$ cat src/rtl/nfc_pkg.sv
// Shared types for the NOR command sequencer.
// Assumes at most six bus accesses per operation.
package nfc_pkg;

    typedef enum logic [2:0] {
        OP_READ_ID  = 3'd0,
        OP_TO_READ  = 3'd1,
        OP_PROGRAM  = 3'd2,
        OP_SEC_ERS  = 3'd3,
        OP_CHIP_ERS = 3'd4,
        OP_QUERY    = 3'd5
    } op_e;

    localparam int STEP_W  = 3;
    localparam int CADR_W  = 12;

    // One bus access of an operation.
    typedef struct packed {
        logic              last;   // final access of the operation
        logic              rd;     // read access (else write)
        logic              tgt;    // use request address, untranslated
        logic              usr;    // drive request data word
        logic [CADR_W-1:0] cadr;   // command address, word units
        logic [7:0]        dat;    // command byte
    } step_t;

    typedef enum logic [1:0] {
        T_IDLE = 2'd0,
        T_ACT  = 2'd1,
        T_GAP  = 2'd2
    } tstate_e;

endpackage

$ cat src/rtl/nfc_step_table.sv
// Decodes (operation, step index) into the description of one bus access.
// Pure combinational; assumes op is one of the six legal codes.
module nfc_step_table
    import nfc_pkg::*;
(
    input  op_e                op,
    input  logic [STEP_W-1:0]  idx,
    output step_t              step
);

    // Builds a step record from its fields.
    function automatic step_t mk(logic last, logic rd, logic tgt, logic usr,
                                 logic [CADR_W-1:0] a, logic [7:0] d);
        step_t s;
        s.last = last;
        s.rd   = rd;
        s.tgt  = tgt;
        s.usr  = usr;
        s.cadr = a;
        s.dat  = d;
        return s;
    endfunction

    logic needs_unlock;

    // Operations that open with the two-write unlock pair.
    always_comb begin
        needs_unlock = (op == OP_READ_ID) || (op == OP_PROGRAM) ||
                       (op == OP_SEC_ERS) || (op == OP_CHIP_ERS);
    end

    // Table lookup of the access for the current step.
    always_comb begin
        step = mk(1'b1, 1'b0, 1'b0, 1'b0, 12'h000, 8'h00);
        if (needs_unlock && idx == 3'd0) begin
            step = mk(1'b0, 1'b0, 1'b0, 1'b0, 12'h555, 8'hAA);
        end else if (needs_unlock && idx == 3'd1) begin
            step = mk(1'b0, 1'b0, 1'b0, 1'b0, 12'h2AA, 8'h55);
        end else begin
            case (op)
                OP_READ_ID: begin
                    case (idx)
                        3'd2:    step = mk(1'b0, 1'b0, 1'b0, 1'b0, 12'h555, 8'h90);
                        3'd3:    step = mk(1'b0, 1'b1, 1'b0, 1'b0, 12'h000, 8'h00);
                        default: step = mk(1'b1, 1'b1, 1'b0, 1'b0, 12'h001, 8'h00);
                    endcase
                end
                OP_TO_READ:
                    step = mk(1'b1, 1'b0, 1'b0, 1'b0, 12'h000, 8'hF0);
                OP_PROGRAM: begin
                    case (idx)
                        3'd2:    step = mk(1'b0, 1'b0, 1'b0, 1'b0, 12'h555, 8'hA0);
                        default: step = mk(1'b1, 1'b0, 1'b1, 1'b1, 12'h000, 8'h00);
                    endcase
                end
                OP_SEC_ERS, OP_CHIP_ERS: begin
                    case (idx)
                        3'd2:    step = mk(1'b0, 1'b0, 1'b0, 1'b0, 12'h555, 8'h80);
                        3'd3:    step = mk(1'b0, 1'b0, 1'b0, 1'b0, 12'h555, 8'hAA);
                        3'd4:    step = mk(1'b0, 1'b0, 1'b0, 1'b0, 12'h2AA, 8'h55);
                        default: step = (op == OP_SEC_ERS)
                                      ? mk(1'b1, 1'b0, 1'b1, 1'b0, 12'h000, 8'h30)
                                      : mk(1'b1, 1'b0, 1'b0, 1'b0, 12'h555, 8'h10);
                    endcase
                end
                OP_QUERY: begin
                    case (idx)
                        3'd0:    step = mk(1'b0, 1'b0, 1'b0, 1'b0, 12'h055, 8'h98);
                        3'd1:    step = mk(1'b0, 1'b1, 1'b0, 1'b0, 12'h010, 8'h00);
                        3'd2:    step = mk(1'b0, 1'b1, 1'b0, 1'b0, 12'h011, 8'h00);
                        default: step = mk(1'b1, 1'b1, 1'b0, 1'b0, 12'h012, 8'h00);
                    endcase
                end
                default: step = mk(1'b1, 1'b0, 1'b0, 1'b0, 12'h000, 8'h00);
            endcase
        end
    end

endmodule

$ cat src/rtl/nfc_addr_map.sv
// Forms the bus address and write data for one access.
// Command addresses are shifted one bit in 16-bit mode; request addresses
// pass untouched. Assumes AW > CADR_W.
module nfc_addr_map
    import nfc_pkg::*;
#(
    parameter int AW = 20,
    parameter int DW = 16
) (
    input  step_t          step,
    input  logic           wide,
    input  logic [AW-1:0]  tgt_addr,
    input  logic [DW-1:0]  wdata,
    output logic [AW-1:0]  addr,
    output logic [DW-1:0]  dout
);

    localparam int SH_W = CADR_W + 1;

    logic [SH_W-1:0] cmd_byte;

    // Width translation of the command address.
    always_comb begin
        cmd_byte = wide ? {step.cadr, 1'b0} : {1'b0, step.cadr};
    end

    // Selects request or command address and data.
    always_comb begin
        addr = step.tgt ? tgt_addr : AW'(cmd_byte);
        dout = step.usr ? wdata : DW'(step.dat);
    end

endmodule

$ cat src/rtl/nfc_access_timer.sv
// Times one bus access: WAIT_CYC active cycles, then one idle gap cycle.
// Strobes follow the current step's direction, which must stay constant
// while an access is active.
module nfc_access_timer
    import nfc_pkg::*;
#(
    parameter int WAIT_CYC = 3
) (
    input  logic clk,
    input  logic rst_n,
    input  logic go,        // start first access (from idle)
    input  logic more,      // another access follows this gap
    input  logic is_rd,
    output logic ce_n,
    output logic we_n,
    output logic oe_n,
    output logic gap_end,   // last cycle of the idle gap
    output logic cap_rd     // last active cycle of a read
);

    localparam int CW = (WAIT_CYC > 1) ? $clog2(WAIT_CYC) : 1;
    localparam logic [CW-1:0] LAST = CW'(WAIT_CYC - 1);

    tstate_e        st;
    logic [CW-1:0]  cnt;

    // Access state and active-cycle counter.
    always_ff @(posedge clk) begin
        if (!rst_n) begin
            st  <= T_IDLE;
            cnt <= '0;
        end else begin
            case (st)
                T_IDLE: if (go) begin
                    st  <= T_ACT;
                    cnt <= '0;
                end
                T_ACT: begin
                    if (cnt == LAST) st <= T_GAP;
                    else             cnt <= cnt + 1'b1;
                end
                T_GAP: begin
                    cnt <= '0;
                    st  <= more ? T_ACT : T_IDLE;
                end
                default: st <= T_IDLE;
            endcase
        end
    end

    // Bus strobes and handshake to the sequencer.
    always_comb begin
        ce_n    = (st != T_ACT);
        we_n    = !((st == T_ACT) && !is_rd);
        oe_n    = !((st == T_ACT) && is_rd);
        gap_end = (st == T_GAP);
        cap_rd  = (st == T_ACT) && (cnt == LAST) && is_rd;
    end

    // an access that has not reached its last cycle stays active.
    p_hold_len_r10: assert property (@(posedge clk) disable iff (!rst_n)
        (st == T_ACT && cnt != LAST) |=> !ce_n);

    // the cycle after an access ends is always idle.
    p_idle_gap_r10: assert property (@(posedge clk) disable iff (!rst_n)
        (st == T_ACT && cnt == LAST) |=> ce_n);

    // never both strobes at once, and none without chip enable.
    p_one_strobe_r10: assert property (@(posedge clk) disable iff (!rst_n)
        (!we_n || !oe_n) |-> (!ce_n && (we_n != oe_n)));

endmodule

$ cat src/rtl/nor_cmd_seq.sv
// Top of the NOR flash command sequencer. Accepts one operation request,
// steps through its bus accesses and returns read words. A request made
// while busy is refused. Assumes cfg_wide changes only between operations
// matter; it is latched at acceptance.
module nor_cmd_seq
    import nfc_pkg::*;
#(
    parameter int AW       = 20,
    parameter int DW       = 16,
    parameter int WAIT_CYC = 3
) (
    input  logic           clk,
    input  logic           rst_n,
    input  logic           cfg_wide,
    input  logic           req_valid,
    input  logic [2:0]     req_op,
    input  logic [AW-1:0]  req_addr,
    input  logic [DW-1:0]  req_wdata,
    output logic           req_ready,
    output logic           req_reject,
    output logic           busy,
    output logic           rd_valid,
    output logic [DW-1:0]  rd_data,
    output logic [AW-1:0]  bus_addr,
    output logic [DW-1:0]  bus_dout,
    input  logic [DW-1:0]  bus_din,
    output logic           bus_ce_n,
    output logic           bus_we_n,
    output logic           bus_oe_n
);

    logic               run;
    logic [STEP_W-1:0]  idx;
    op_e                op_q;
    logic [AW-1:0]      addr_q;
    logic [DW-1:0]      wdata_q;
    logic               wide_q;
    logic               op_legal;
    logic               accept;
    step_t              cur;
    logic               gap_end;
    logic               cap_rd;

    // Request qualification.
    always_comb begin
        op_legal  = (req_op <= 3'd5);
        accept    = req_valid && !run && op_legal;
        busy      = run;
        req_ready = !run;
    end

    // Operation registers, step index, reject and read-return pipeline.
    always_ff @(posedge clk) begin
        if (!rst_n) begin
            run        <= 1'b0;
            idx        <= '0;
            op_q       <= OP_TO_READ;
            addr_q     <= '0;
            wdata_q    <= '0;
            wide_q     <= 1'b0;
            req_reject <= 1'b0;
            rd_valid   <= 1'b0;
            rd_data    <= '0;
        end else begin
            req_reject <= req_valid && run;
            rd_valid   <= cap_rd;
            if (cap_rd) rd_data <= bus_din;
            if (accept) begin
                run     <= 1'b1;
                idx     <= '0;
                op_q    <= op_e'(req_op);
                addr_q  <= req_addr;
                wdata_q <= req_wdata;
                wide_q  <= cfg_wide;
            end else if (run && gap_end) begin
                if (cur.last) run <= 1'b0;
                else          idx <= idx + 1'b1;
            end
        end
    end

    nfc_step_table u_table (
        .op   (op_q),
        .idx  (idx),
        .step (cur)
    );

    nfc_addr_map #(.AW(AW), .DW(DW)) u_map (
        .step     (cur),
        .wide     (wide_q),
        .tgt_addr (addr_q),
        .wdata    (wdata_q),
        .addr     (bus_addr),
        .dout     (bus_dout)
    );

    nfc_access_timer #(.WAIT_CYC(WAIT_CYC)) u_timer (
        .clk     (clk),
        .rst_n   (rst_n),
        .go      (accept),
        .more    (run && !cur.last),
        .is_rd   (cur.rd),
        .ce_n    (bus_ce_n),
        .we_n    (bus_we_n),
        .oe_n    (bus_oe_n),
        .gap_end (gap_end),
        .cap_rd  (cap_rd)
    );

    // a refused request leaves the running operation untouched.
    p_reject_keeps_op_r11: assert property (@(posedge clk) disable iff (!rst_n)
        (run && req_valid) |=> ($stable(op_q) && $stable(addr_q) && $stable(wdata_q)));

    // no bus activity while no operation runs.
    p_idle_quiet_r12: assert property (@(posedge clk) disable iff (!rst_n)
        !run |-> bus_ce_n);

    // returned words come only from a read access.
    p_rd_from_read_r3: assert property (@(posedge clk) disable iff (!rst_n)
        rd_valid |-> $past(!bus_oe_n));

    // address and data hold across an access.
    p_bus_stable_r10: assert property (@(posedge clk) disable iff (!rst_n)
        (!bus_ce_n && $past(!bus_ce_n)) |-> ($stable(bus_addr) && $stable(bus_dout)));

    // width setting does not change inside an operation.
    p_wide_hold_r9: assert property (@(posedge clk) disable iff (!rst_n)
        (run && $past(run)) |-> $stable(wide_q));

endmodule

$ cat config.mk
export PLATFORM = sky130hd
export DESIGN_NAME = nor_cmd_seq
export DESIGN_NICKNAME = d
export VERILOG_FILES = /design/src/rtl/nfc_pkg.sv /design/src/rtl/nfc_step_table.sv /design/src/rtl/nfc_addr_map.sv /design/src/rtl/nfc_access_timer.sv /design/src/rtl/nor_cmd_seq.sv
export SDC_FILE = /design/constraint.sdc
export NUM_CORES = 1
export LEC_CHECK = 0
export ABC_AREA = 1
export ABC_CLOCK_PERIOD_IN_PS = 1800
export BUFFER_PORTS_ARGS = -buffer_cell sky130_fd_sc_hd__buf_2
export CORE_MARGIN = 1.5
export CORE_UTILIZATION = 45
export CTS_CLUSTER_SIZE = 28
export DETAILED_ROUTE_END_ITERATION = 10
export GPL_ROUTABILITY_DRIVEN = 0
export PLACE_DENSITY = 0.74
export SKIP_CTS_REPAIR_TIMING = 1
export SLEW_MARGIN = 30
export SYNTH_ARGS = -nofsm -noshare
export SYNTH_HDL_FRONTEND = slang
export SYNTH_SLANG_ARGS = --single-unit
$ cat constraint.sdc
create_clock -name clk -period 1.8 [get_ports clk]
set_input_delay 0.09 -clock clk [delete_from_list [all_inputs] [get_ports clk]]
set_output_delay 0.09 -clock clk [all_outputs]
set_load 0.03 [all_outputs]
==> results.toml <==
[status]
status = "complete, but fails checks"
violations = "negative hold slack, negative setup slack"

[die]
start_util_pct = 46.8
die-area_um2 = 7620
die_h_um = 87.3
num_rows = 30
coreArea_um2 = 6830
pin_count = 118
die_w_um = 87.3

[global_route]
grt_max_degree = 34
grt_pass1_vias = 3090
grt_overflow_total = 0
grt_pass1_wl_um = 13700
grt_util_all_layers_pct = 22.7
antenna_found_initial = 0

[hold_path]
hold_class = "input port to register"

[worst_setup_path]
regToRegSetupSlack_ns = -0.06
cp.required_ns = 1.71
cp-start-kind = "register"
crit_type = "register to output port"
end_kind = "output port"
cp_max_fo = 5
worstPathArrival_ns = 2.15

[sta]
drv_slew = 0
worst_slack_ns = -0.441
finalCritPeriodShare_pct = 124
rsz0062_at_grt = "true"
skew_ns = 0.0148
finalSetupTns_ns = -11.91
fin_crit_ns = 2.24
setup_violations = 49
tightest_slew_ns = 0.760
max_slew_margin_pct = 49.3
hold_viol = 1
whs_ns = -0.00465
fmax_mhz = 446

[clock_network]
clock_latency_ns = 0.35
path_clk_slew_ns = 0.07
cts_buffers = 9
clk_path_buf_depth = 2
root_buffer = "clkbuf_8"
cts_max_level = 3
cts_tree = "yes"
clock_sinks = 66

[synth]
yosysUniqueCellTypes = 26
netlist_instances = 461
synthArstFlopShare_pct = 0
synth_top_area_share_pct = 41.3
postSynthNetCount = 526
synth_ff_type = "dfxtp_1"
synth_area_um2 = 3200
yosysSeqAreaShare_pct = 41.3
synth-warning-count = 0
yosysMostFrequentCell = "nand2_1"
synthTopCellsByArea = "dfxtp_1 41%, nand2_1 13%, inv_1 8.7%"
synth-seq-cells = 66
synth_area_per_cell_um2 = 6.93
synthTopCellsByCount = "108 x nand2_1, 74 x inv_1, 66 x dfxtp_1"
yosysTopAreaCell = "dfxtp_1"
synth_edf_count = 0

[drt]
via_count = 3946
wl_um = 12400
first_pass_iters = 5
ant_nets = 0
drc = 0
vias_per_cell = 5.19
drt_iter0_markers = 378
wire_per_inst_um = 16.3

[final_layout]
drive_gt1_share_pct = 40.7
area_growth_syn_to_layout_pct = 72.9
nets = 724
diodes = 0

[pwr]
power_density_nw_per_um2 = 730
ir_worst_vdd_uv = 413
leakage_nw = 2.63

[placed_design]
pre_cts_slack_ns = -0.0837
io_buffers = 117
dp_hpwl_um = 6590

[run]
cap_violations = 0
## flip-flops by register name, indices dropped and copies added (netlist names)
register     count
u_timer.st       2
rd_data         16
req_reject       1
wdata_q         16
u_timer.cnt      2
op_q             3
busy             1
rd_valid         1
addr_q          20
wide_q           1
idx              3
## report_power, final
| part | leakage, nW | switching (mW) | internal (mW) | total, mW |
|---|---|---|---|---|
| clock network | 0.117 | 0.592 | 0.857 | 1.45 |
| registers | 0.541 | 0.0374 | 1.53 | 1.56 |
| logic | 1.97 | 0.606 | 0.413 | 1.02 |
| total | 2.63 | 1.24 | 2.80 | 4.03 |
## per-stage QoR
stage | instance area (um^2) | util (%) | instances | power, mW
5_1_grt | 5530 | 80.9 | 760 | 4.15
2_1_floorplan | 3250 | - | 461 | 2.04
3_5_place_dp | 4070 | 59.6 | 681 | 2.28
3_3_place_gp | 4070 | 59.6 | 681 | 2.27
4_1_cts | 4300 | 63.0 | 697 | 3.70
6_report | 5530 | 80.9 | 760 | 4.03
## layout by cell type (no fill, tap or decap), types with 2 or more instances in the layout
master,n
nor2_4,16
o21ai_1,25
buf_6,32
dfxtp_1,62
nand2_1,88
nor2_2,5
nand3_4,4
o21ai_0,35
clkbuf_8,11
a21oi_1,9
o21ai_2,14
inv_4,2
nand3_2,12
dlygate4sd3_1,52
buf_4,38
a22o_1,10
buf_12,2
inv_1,68
o211ai_1,4
clkinv_4,2
nand3b_1,3
bufinv_16,2
nor3_1,2
nand4_1,2
a21oi_2,4
buf_2,79
dfxtp_4,3
nor2_1,21
inv_2,7
inv_6,2
nand2_4,7
nand2_2,17
ha_4,5
nand3_1,11
## cell type report
class,instances,area (um^2)
Multi-Input combinational cell,298,1910
Fill cell,410,1310
Tap cell,96,120
Inverter,80,320
Clock buffer,12,155
Sequential cell,66,1330
Clock inverter,4,73.8
Timing Repair Buffer,204,1610
## metal layers
layer / part of all wire [%] / vias to the layer above / global-route usage [%] / wire length (um)
li1: - / 1861 / - / -
met1: 37 / 1843 / 27.6 / 4620
met2: 52 / 200 / 38.5 / 6370
met3: 8.2 / 42 / 6.92 / 1020
met4: 2.9 / 0 / 6.93 / 355
met5: 0 / - / 0 / 0
## worst paths after layout
path                             startpoint           to  depth (start not counted)
worst max-delay path                 idx[0]  bus_addr[8]                         12
worst min-delay path              req_op[0]      op_q[0]                          3
worst max register to register       idx[1]   rd_data[6]                         13
worst min register to register  rd_data[15]  rd_data[15]                          2
## worst max-delay path: stages, from the launching register on
cell and delay [ns]:
dfxtp_4 0.39, inv_6 0.06, ha_4 0.18, nor2_4 0.14, nor2_4 0.07, nor2_4 0.15
nand3_1 0.13, nand3_1 0.13, nand2_2 0.10, nand2_2 0.10, nand2_2 0.07, o211ai_1 0.09
buf_4 0.19
## cells by family (layout without fill, tap and decap cells)
family                     after synthesis  count (layout)  share of synthesized area [%]
AOI/OAI and AO/OA                      102             102                           17.7
adders and majority gates                6               6                           2.35
buffers and inverters                   97             300                           12.4
DFF                                     66              66                           41.3
and+or+nand+nor                        190             190                           26.2
No activity file was read; power rests on OpenSTA's default activity.
